### config.mk
export PLATFORM = sky130hd
export DESIGN_NAME = rtc_dhms
export DESIGN_NICKNAME = d
export VERILOG_FILES = /design/src/rtl/rtc_pkg.sv /design/src/rtl/rtc_rate_gen.sv /design/src/rtl/rtc_timekeeper.sv /design/src/rtl/rtc_irq_ctrl.sv /design/src/rtl/rtc_dhms.sv
export SDC_FILE = /design/constraint.sdc
export NUM_CORES = 1
export LEC_CHECK = 0
export BUFFER_PORTS_ARGS = -buffer_cell sky130_fd_sc_hd__buf_2
export CORE_MARGIN = 2
export CORE_UTILIZATION = 49
export CTS_CLUSTER_SIZE = 40
export DETAILED_ROUTE_END_ITERATION = 12
export GPL_TIMING_DRIVEN = 0
export PLACE_DENSITY = 0.73
export SLEW_MARGIN = 5
export SYNTH_ARGS = -nofsm -noshare
export SYNTH_HDL_FRONTEND = slang
export SYNTH_SLANG_ARGS = --single-unit
### constraint.sdc
create_clock -name clk -period 5.3 [get_ports clk]
set_clock_uncertainty 0.1 [all_clocks]
set_input_delay 1.06 -clock clk [delete_from_list [all_inputs] [get_ports clk]]
set_output_delay 1.06 -clock clk [all_outputs]
set_load 0.05 [all_outputs]
### src/rtl/rtc_pkg.sv
package rtc_pkg;
  localparam int NSRC = 10;
  localparam logic [3:0] IDX_HM   = 4'd0;
  localparam logic [3:0] IDX_SEC  = 4'd1;
  localparam logic [3:0] IDX_AHM  = 4'd2;
  localparam logic [3:0] IDX_ASEC = 4'd3;
  localparam logic [3:0] IDX_CTL  = 4'd4;
  localparam logic [3:0] IDX_STAT = 4'd5;
  localparam logic [3:0] IDX_IEN  = 4'd6;
  localparam logic [3:0] IDX_DAY  = 4'd8;
  localparam logic [3:0] IDX_ADAY = 4'd9;
  localparam int BIT_ALARM = 2;
  localparam logic [15:0] EVT_IMPL = 16'hFF94;

  // status bit position of periodic source k (frequency 2^k Hz)
  function automatic int src_bit(input int k);
    if (k == 0) return 4;
    else if (k == 1) return 7;
    else return k + 6;
  endfunction

  typedef struct packed {
    logic [4:0] hr;
    logic [5:0] mn;
    logic [5:0] sc;
  } hms_t;
endpackage

### src/rtl/rtc_rate_gen.sv
module rtc_rate_gen
  import rtc_pkg::*;
#(
  parameter int unsigned RATE_A = 32768,
  parameter int unsigned RATE_B = 32000,
  parameter int unsigned RATE_C = 38400,
  parameter int unsigned NSRC_P = NSRC
) (
  input  logic              clk,
  input  logic              rst_n,
  input  logic              run,
  input  logic              ref_tick,
  input  logic              clear,
  input  logic [1:0]        sel,
  output logic [NSRC_P-1:0] pulse
);
  localparam int unsigned MAX_AB   = (RATE_A > RATE_B) ? RATE_A : RATE_B;
  localparam int unsigned MAX_R    = (MAX_AB > RATE_C) ? MAX_AB : RATE_C;
  localparam int unsigned TOP_STEP = 1 << (NSRC_P - 1);
  localparam int unsigned ACC_W    = $clog2(MAX_R + TOP_STEP + 1);

  logic [ACC_W-1:0] rate_v;
  logic             step;

  always_comb begin
    unique case (sel)
      2'b01:   rate_v = ACC_W'(RATE_B);
      2'b10:   rate_v = ACC_W'(RATE_C);
      default: rate_v = ACC_W'(RATE_A);
    endcase
  end

  assign step = run & ref_tick & ~clear;

  generate
    for (genvar k = 0; k < int'(NSRC_P); k++) begin : g_src
      localparam logic [ACC_W-1:0] STEP = ACC_W'(1 << k);
      logic [ACC_W-1:0] acc_q;
      logic [ACC_W-1:0] sum;
      logic             wrap;

      assign sum      = acc_q + STEP;
      assign wrap     = (sum >= rate_v);
      assign pulse[k] = step & wrap;

      always_ff @(posedge clk) begin
        if (!rst_n)      acc_q <= '0;
        else if (clear)  acc_q <= '0;
        else if (step)   acc_q <= wrap ? (sum - rate_v) : sum;
      end


      acc_bound_chk: assert property (@(posedge clk) disable iff (!rst_n)
        acc_q < rate_v);
    end
  endgenerate
endmodule

### src/rtl/rtc_timekeeper.sv
module rtc_timekeeper
  import rtc_pkg::*;
#(
  parameter int unsigned DAY_W = 9
) (
  input  logic             clk,
  input  logic             rst_n,
  input  logic             adv,
  input  logic             ld_hm,
  input  logic             ld_sec,
  input  logic             ld_day,
  input  logic [4:0]       ld_hr_v,
  input  logic [5:0]       ld_mn_v,
  input  logic [5:0]       ld_sc_v,
  input  logic [DAY_W-1:0] ld_day_v,
  input  hms_t             alm,
  input  logic [DAY_W-1:0] alm_day,
  output hms_t             now,
  output logic [DAY_W-1:0] day,
  output logic             alarm_hit
);
  hms_t             nxt;
  logic [DAY_W-1:0] day_n;
  logic             sc_wrap, mn_wrap, hr_wrap, ld_any;

  assign ld_any  = ld_hm | ld_sec | ld_day;
  assign sc_wrap = (now.sc >= 6'd59);
  assign mn_wrap = (now.mn >= 6'd59);
  assign hr_wrap = (now.hr >= 5'd23);

  always_comb begin
    nxt.sc = sc_wrap ? 6'd0 : now.sc + 6'd1;
    nxt.mn = now.mn;
    nxt.hr = now.hr;
    day_n  = day;
    if (sc_wrap) begin
      nxt.mn = mn_wrap ? 6'd0 : now.mn + 6'd1;
      if (mn_wrap) begin
        nxt.hr = hr_wrap ? 5'd0 : now.hr + 5'd1;
        if (hr_wrap) day_n = day + 1'b1;
      end
    end
  end

  assign alarm_hit = adv && (nxt == alm) && (day_n == alm_day);

  always_ff @(posedge clk) begin
    if (!rst_n) begin
      now <= '0;
      day <= '0;
    end else if (ld_any) begin
      if (ld_hm) begin
        now.hr <= ld_hr_v;
        now.mn <= ld_mn_v;
      end
      if (ld_sec) now.sc <= ld_sc_v;
      if (ld_day) day <= ld_day_v;
    end else if (adv) begin
      now <= nxt;
      day <= day_n;
    end
  end


  time_hold_chk: assert property (@(posedge clk) disable iff (!rst_n)
    (!adv && !ld_any) |=> ($stable(now) && $stable(day)));


  sec_range_chk: assert property (@(posedge clk) disable iff (!rst_n)
    (adv && !ld_any && now.sc <= 6'd59 && now.mn <= 6'd59 && now.hr <= 5'd23)
      |=> (now.sc <= 6'd59 && now.mn <= 6'd59 && now.hr <= 5'd23));
endmodule

### src/rtl/rtc_irq_ctrl.sv
module rtc_irq_ctrl
  import rtc_pkg::*;
#(
  parameter int unsigned NSRC_P = NSRC
) (
  input  logic              clk,
  input  logic              rst_n,
  input  logic [NSRC_P-1:0] src_pulse,
  input  logic              alarm_hit,
  input  logic              wr_stat,
  input  logic              wr_ien,
  input  logic [15:0]       wdata,
  output logic [15:0]       stat,
  output logic [15:0]       ien,
  output logic              irq
);
  logic [15:0] set_v;
  logic [15:0] clr_v;

  always_comb begin
    set_v = '0;
    set_v[BIT_ALARM] = alarm_hit;
    for (int k = 0; k < int'(NSRC_P); k++) set_v[src_bit(k)] = src_pulse[k];
  end

  assign clr_v = wr_stat ? wdata : 16'h0000;

  always_ff @(posedge clk) begin
    if (!rst_n) begin
      stat <= '0;
      ien  <= '0;
    end else begin
      stat <= ((stat & ~clr_v) | set_v) & EVT_IMPL;
      if (wr_ien) ien <= wdata & EVT_IMPL;
    end
  end

  assign irq = |(stat & ien);

  generate
    for (genvar b = 0; b < 16; b++) begin : g_chk
      if (EVT_IMPL[b]) begin : g_impl

        w1c_chk: assert property (@(posedge clk) disable iff (!rst_n)
          (wr_stat && wdata[b] && !set_v[b]) |=> !stat[b]);

        keep_chk: assert property (@(posedge clk) disable iff (!rst_n)
          (stat[b] && !(wr_stat && wdata[b])) |=> stat[b]);
      end
    end
  endgenerate
endmodule

### src/rtl/rtc_dhms.sv
module rtc_dhms
  import rtc_pkg::*;
#(
  parameter int unsigned DAY_W  = 9,
  parameter int unsigned RATE_A = 32768,
  parameter int unsigned RATE_B = 32000,
  parameter int unsigned RATE_C = 38400
) (
  input  logic        clk,
  input  logic        rst_n,
  input  logic        ref_tick,
  input  logic        bus_sel,
  input  logic        bus_we,
  input  logic [5:0]  bus_addr,
  input  logic [15:0] bus_wdata,
  output logic [15:0] bus_rdata,
  output logic        irq
);
  logic [3:0]       idx;
  logic             hit, wr;
  logic             wr_hm, wr_sec, wr_day, wr_ctl, wr_stat, wr_ien;
  logic             wr_ahm, wr_asec, wr_aday;
  logic [2:0]       ctl_q;
  logic             run, clear;
  hms_t             alm_q, now;
  logic [DAY_W-1:0] alm_day_q, day;
  logic [NSRC-1:0]  pulse;
  logic             alarm_hit;
  logic [15:0]      stat, ien;

  assign idx     = bus_addr[5:2];
  assign hit     = bus_sel && (bus_addr[1:0] == 2'b00);
  assign wr      = hit && bus_we;
  assign wr_hm   = wr && (idx == IDX_HM);
  assign wr_sec  = wr && (idx == IDX_SEC);
  assign wr_day  = wr && (idx == IDX_DAY);
  assign wr_ctl  = wr && (idx == IDX_CTL);
  assign wr_stat = wr && (idx == IDX_STAT);
  assign wr_ien  = wr && (idx == IDX_IEN);
  assign wr_ahm  = wr && (idx == IDX_AHM);
  assign wr_asec = wr && (idx == IDX_ASEC);
  assign wr_aday = wr && (idx == IDX_ADAY);

  assign run   = ctl_q[2];
  assign clear = wr_hm | wr_sec | wr_day | wr_ctl;

  always_ff @(posedge clk) begin
    if (!rst_n) begin
      ctl_q     <= '0;
      alm_q     <= '0;
      alm_day_q <= '0;
    end else begin
      if (wr_ctl) ctl_q <= bus_wdata[7:5];
      if (wr_ahm) begin
        alm_q.hr <= bus_wdata[12:8];
        alm_q.mn <= bus_wdata[5:0];
      end
      if (wr_asec) alm_q.sc  <= bus_wdata[5:0];
      if (wr_aday) alm_day_q <= bus_wdata[DAY_W-1:0];
    end
  end

  rtc_rate_gen #(
    .RATE_A(RATE_A), .RATE_B(RATE_B), .RATE_C(RATE_C), .NSRC_P(NSRC)
  ) u_rate (
    .clk(clk), .rst_n(rst_n), .run(run), .ref_tick(ref_tick),
    .clear(clear), .sel(ctl_q[1:0]), .pulse(pulse)
  );

  rtc_timekeeper #(.DAY_W(DAY_W)) u_time (
    .clk(clk), .rst_n(rst_n), .adv(pulse[0]),
    .ld_hm(wr_hm), .ld_sec(wr_sec), .ld_day(wr_day),
    .ld_hr_v(bus_wdata[12:8]), .ld_mn_v(bus_wdata[5:0]),
    .ld_sc_v(bus_wdata[5:0]), .ld_day_v(bus_wdata[DAY_W-1:0]),
    .alm(alm_q), .alm_day(alm_day_q),
    .now(now), .day(day), .alarm_hit(alarm_hit)
  );

  rtc_irq_ctrl #(.NSRC_P(NSRC)) u_irq (
    .clk(clk), .rst_n(rst_n), .src_pulse(pulse), .alarm_hit(alarm_hit),
    .wr_stat(wr_stat), .wr_ien(wr_ien), .wdata(bus_wdata),
    .stat(stat), .ien(ien), .irq(irq)
  );

  always_comb begin
    bus_rdata = '0;
    if (hit) begin
      unique case (idx)
        IDX_HM:   bus_rdata = {3'b000, now.hr, 2'b00, now.mn};
        IDX_SEC:  bus_rdata = {10'd0, now.sc};
        IDX_AHM:  bus_rdata = {3'b000, alm_q.hr, 2'b00, alm_q.mn};
        IDX_ASEC: bus_rdata = {10'd0, alm_q.sc};
        IDX_CTL:  bus_rdata = {8'd0, ctl_q, 5'd0};
        IDX_STAT: bus_rdata = stat;
        IDX_IEN:  bus_rdata = ien;
        IDX_DAY:  bus_rdata[DAY_W-1:0] = day;
        IDX_ADAY: bus_rdata[DAY_W-1:0] = alm_day_q;
        default:  bus_rdata = '0;
      endcase
    end
  end


  quiet_chk: assert property (@(posedge clk) disable iff (!rst_n)
    !run |-> (pulse == '0 && !alarm_hit));
endmodule

**Word level (Yosys, flattened, before mapping)**

Index checks and enable logic that the tools add are counted.

- Word-level logic and storage cells: 146
- Output and inout port bits: 17
- Input bits: 27
- Register bits: 242

- Add/subtract/negate cells: 24
- $lt $le $gt $ge: 13
- Equal/unequal tests: 15
- Multiplexer cells: 30
- Bitwise gates (word level): 21
- Reductions and logical operators: 21

Operators by type and width:

| cell | count |
|---|---|
| 2-to-1 mux 16 bit | 12 |
| >= comparator 16 bit | 10 |
| subtractor 16 bit | 10 |
| one-hot mux 9 bit (9 select lines) | 1 |
| 2-to-1 mux 9 bit | 6 |
| 2-to-1 mux 17 bit | 2 |
| bitwise AND 16 bit | 2 |
| one-hot mux 16 bit (2 select lines) | 1 |
| one-hot mux 7 bit (4 select lines) | 1 |
| 2-to-1 mux 11 bit | 2 |
| 2-to-1 mux 6 bit | 3 |
| == test 17 bit | 1 |
| adder 16 x 1 -> 16 bit, second input constant | 1 |
| adder 16 x 10 -> 16 bit, second input constant | 1 |
| adder 16 x 2 -> 16 bit, second input constant | 1 |
| adder 16 x 3 -> 16 bit, second input constant | 1 |
| adder 16 x 4 -> 16 bit, second input constant | 1 |
| adder 16 x 5 -> 16 bit, second input constant | 1 |
| adder 16 x 6 -> 16 bit, second input constant | 1 |
| adder 16 x 7 -> 16 bit, second input constant | 1 |
| adder 16 x 8 -> 16 bit, second input constant | 1 |
| adder 16 x 9 -> 16 bit, second input constant | 1 |
| NOT 16 bit | 1 |
| OR 16 bit | 1 |
| other kinds (24) | 61 |

**Depth between registers and ports, before layout**

- Word-level depth: 13
- Depth in mapped cells: 17
- Mapped depth without buffers: 15

**By module**

From an unflattened synthesis, not the netlist that was laid out.

- Cell total of the unflattened synthesis: 1934
- Area, all modules: 15471.1 um^2

Modules (own cells, without submodules):

| module | cells each | area an instance (um^2) | sequential area each (um^2) | instances |
|---|---|---|---|---|
| rtc_rate_gen | 1239 | 9979.6 | 2322.2 | 1 |
| rtc_timekeeper | 331 | 2447.3 | 520.5 | 1 |
| rtc_dhms | 266 | 2093.3 | 580.6 | 1 |
| rtc_irq_ctrl | 98 | 950.9 | 440.4 | 1 |

**Least setup slack after synthesis**

No wires, ideal clock.

- Kind: input port to output port
- Start point: input port bus_addr[2]
- End point: output port bus_rdata[4]
- Buffers on the path: 2
- Data required time: 4.140 ns
- Cell stages on the path: 6
- Data arrival time: 3.130 ns
- Slack: 1.010 ns
- Path through: clkbuf_1 nand2b_1 nor3b_1 clkbuf_1 a222oi_1 a31oi_1

- Longest elaborated chain between the ends: 3
- Elaborated cells on any way between the ends: 11
- Classes of those cells: eq/ne (8); mux (2); reduce/logical (1)

Ends and longest elaborated chain:

| what | line | RTL |
|---|---|---|
| start: declaration | rtc_dhms.sv:14 | `input logic [5:0] bus_addr,` |
| == test 4 bit (tied with other cells) | rtc_dhms.sv:88 | `unique case (idx)` |
| one-hot mux 9 bit (9 select lines) (*) | rtc_dhms.sv:88 |  |
| 2-to-1 mux 16 bit (*) | rtc_dhms.sv:87 | `if (hit) begin` |
| end: declaration | rtc_dhms.sv:16 | `output logic [15:0] bus_rdata,` |

Mark *: on every way between the ends. The rest lies on a longest branch, timed or not.

**Worst setup path after layout**

Same ends and word-level chain as after synthesis.

==> flow_summary.toml <==
[timing]
tns_ns = 0
finalCritPeriodShare_pct = 94.42
setup_viol = 0
fin_ws_ns = 0.2958
period_needed_ns = 5.004
tightestPinTransition_ns = 1.250
timing.fmax_ghz = 0.1998
relSlewSlack_pct = 16.17
hold_violations = 0
slew_violations = 0
rsz0062_at_grt = "false"

[worst_setup_path]
critPathRequiredTime_ns = 4.14
path_class = "in -> out"
r2r_slack_ns = 0.49
cp-end-kind = "output pin"
cp-endpoint = "bus_rdata[4]"
arrival_ns = 3.84
start_kind = "input port"
path_max_fanout = 10
rr_startpoint = "ctl_q[1]"
r2r_end = "u_rate.g_src[5].acc_q[10]"
cp-startpoint = "bus_addr[2]"
rr_worst_depth = 12

[final_layout]
antenna_cells = 0
drive_above_1_share_pct = 7.350
area_delta_synth_final_pct = 8.584
layout.nets = 2126
instances_no_fill = 2396

[floorplanning]
io_pins = 44
floorplan.initialDensity_pct = 49.53
fp.dieArea_um2 = 32180
core_area_um2 = 30430
die_w_um = 179.4
fp.dieH_um = 179.4
row_count = 64

[global_route]
grt_pass1_wl_um = 76250
first_global_vias = 14425
grt_start_max_net_pins = 31
antenna_found_initial = 0
grt_util_all_layers_pct = 30.32
grt_overflow = 0

[yosys]
synth_top_area_share_pct = 25.64
syn_nets = 2066
synth-main-ff-cell = "dfxtp_1"
ys_ff_latch = 193
yosys-top-cells-count = "204 x nand2_1, 193 x dfxtp_1, 148 x nor2_1, 142 x a21oi_1, 108 x xnor2_1"
synth-edff-count = 0
ys_seq_area_share_pct = 25.64
syn_area_per_cell_um2 = 7.821
synthArstFlopShare_pct = 0
syn_inst = 1927
yosys_warnings = 0
yosys-top-cells-area = "dfxtp_1 26%, ha_1 8.5%, xnor2_1 6.3%"
netlist_area_um2 = 15070
synth_cell_types = 93
yosys.area.top_type = "dfxtp_1"
synth_most_common_cell = "nand2_1"

[hold_path]
hp-class = "reg -> reg"

[clock_network]
cts.repair_timing.setup_buffer_count = 0
cts_hold_buffers = 0
path_clk_slew_ns = 0.07
ctsResizeCount = 0
clk_latency_ns = 0.46
cts_sinks = 193
clock_path_buffers = 2
cts_tree = "done"
clockRootBuffer = "clkbuf_16"
cts_made_buffers = 17
htree_levels = 4

[route]
wire_per_inst_um = 20.14
drc = 0
vias_per_cell = 6.252
wl_um = 48250
first_iter_violations = 1321
first_pass_iters = 6
dr_total_vias = 14979
ant_nets = 0

[power_and_ir_drop]
power_density_nw_per_um2 = 180.1
ir_drop_mv = 0.2259
p_leak_nw = 6.332

[placement]
globalplace.congestion = 0.9436
io_buffers = 41
dp_slack_ns = 0.4784
dp.cells = 2364
dp_hpwl_um = 34770

[run_status]
outcome = "complete, no violations"

[job]
max_cap_violations = 0
==> through the flow <==
stage / instance area (um^2) / hold WS, ns / total power (W) / util [%]
2_1_floorplan: 15070 / 0.3468 / 0.001570 / -
3_3_place_gp: 15770 / 0.3595 / 0.001632 / 51.83
3_5_place_dp: 15780 / 0.3693 / 0.001632 / 51.84
4_1_cts: 16370 / 0.3808 / 0.002951 / 53.78
5_1_grt: 16370 / 0.4130 / 0.003015 / 53.78
6_report: 16370 / 0.3848 / 0.002947 / 53.78
==> routing by layer <==
layer,up-vias,share of wire [%],track usage [%]
met5,-,0,0
met4,0,5.1,16.26
met3,160,7.5,4.557
met2,659,47,50.43
met1,7117,41,37.83
li1,7043,-,-
==> where the power goes <==
group          switching, W  leakage, nW  total, W  internal [W]
logic              0.000105         4.48  0.000150     0.0000453
clock network      0.000670        0.295   0.00134      0.000674
registers        0.00000263         1.55   0.00145       0.00145
total              0.000778         6.33   0.00295       0.00217
==> layout make-up <==
cell class                 instances  area (um^2)
sequential                       193         3864
tap                              396        495.5
buffer                           109        493.0
timing repair buffer              41        205.2
multi-input combinational       1574        10530
clock inverter                    15        165.2
inverter                          51        191.4
fill                            2914        14060
clock buffer                      17        425.4
==> cells in the final DEF, fill, tap and decap left out, types with 7 or more instances in the layout <==
cell type and n:
and4_1 9, a22oi_1 31, a222oi_1 7, nand2_1 204, o21ai_1 26, a21boi_0 38
inv_1 48, or3_1 16, buf_2 72, o21bai_1 9, dfxtp_1 193, a211oi_1 11
o211ai_1 7, nand3b_1 8, clkbuf_1 66, a221oi_1 8, fa_1 10, nor4_1 9
a21oi_1 142, xor2_1 77, nand4_1 35, xnor2_1 108, mux2i_1 49, nand2b_1 13
and3_1 31, clkbuf_16 17, and2_1 19, o21ai_0 85, nor2b_1 43, ha_1 101
o22ai_1 8, a21o_1 33, nor2_1 148, a31oi_1 21, o21a_1 12, nor3_1 36
nand3_1 104
==> worst min path at each step <==
stage,startpoint,end,depth (start not counted)
finish,u_rate.g_src[9].acc_q[10],u_rate.g_src[9].acc_q[10],2
detailed placement,u_rate.g_src[1].acc_q[2],u_rate.g_src[1].acc_q[2],2
global route,u_rate.g_src[6].acc_q[15],u_rate.g_src[6].acc_q[15],2
CTS,u_rate.g_src[1].acc_q[2],u_rate.g_src[1].acc_q[2],2
global placement,u_rate.g_src[1].acc_q[2],u_rate.g_src[1].acc_q[2],2
floorplan,u_irq.stat[4],u_irq.stat[4],2
==> logic make-up after synthesis <==
kind of cell / count (synthesis) / share of synthesized area (%)
AO/OA/AOI/OAI: 517 / 22.64
XOR/XNOR: 185 / 10.75
adder cells (fa/ha/maj): 113 / 9.862
buffers and inverters: 160 / 4.541
flip-flops: 193 / 25.64
multiplexers: 52 / 3.478
AND/OR/NAND/NOR: 707 / 23.09
==> sequential cells by signal, summed over array words and instances (netlist names) <==
name / flops
u_irq.ien: 11
u_rate.g_src.acc_q: 116
ctl_q: 3
alm_day_q: 9
u_irq.stat: 11
u_time.day: 9
u_time.now: 17
alm_q: 17
==> critical path, cell delays in order <==
cell,delay [ns]
buf_2,0.13
clkbuf_1,0.43
nand2b_1,0.25
nor3b_1,0.66
clkbuf_1,0.47
a222oi_1,0.16
a31oi_1,0.36
buf_2,0.33
(Power assumes the default switching activity.)
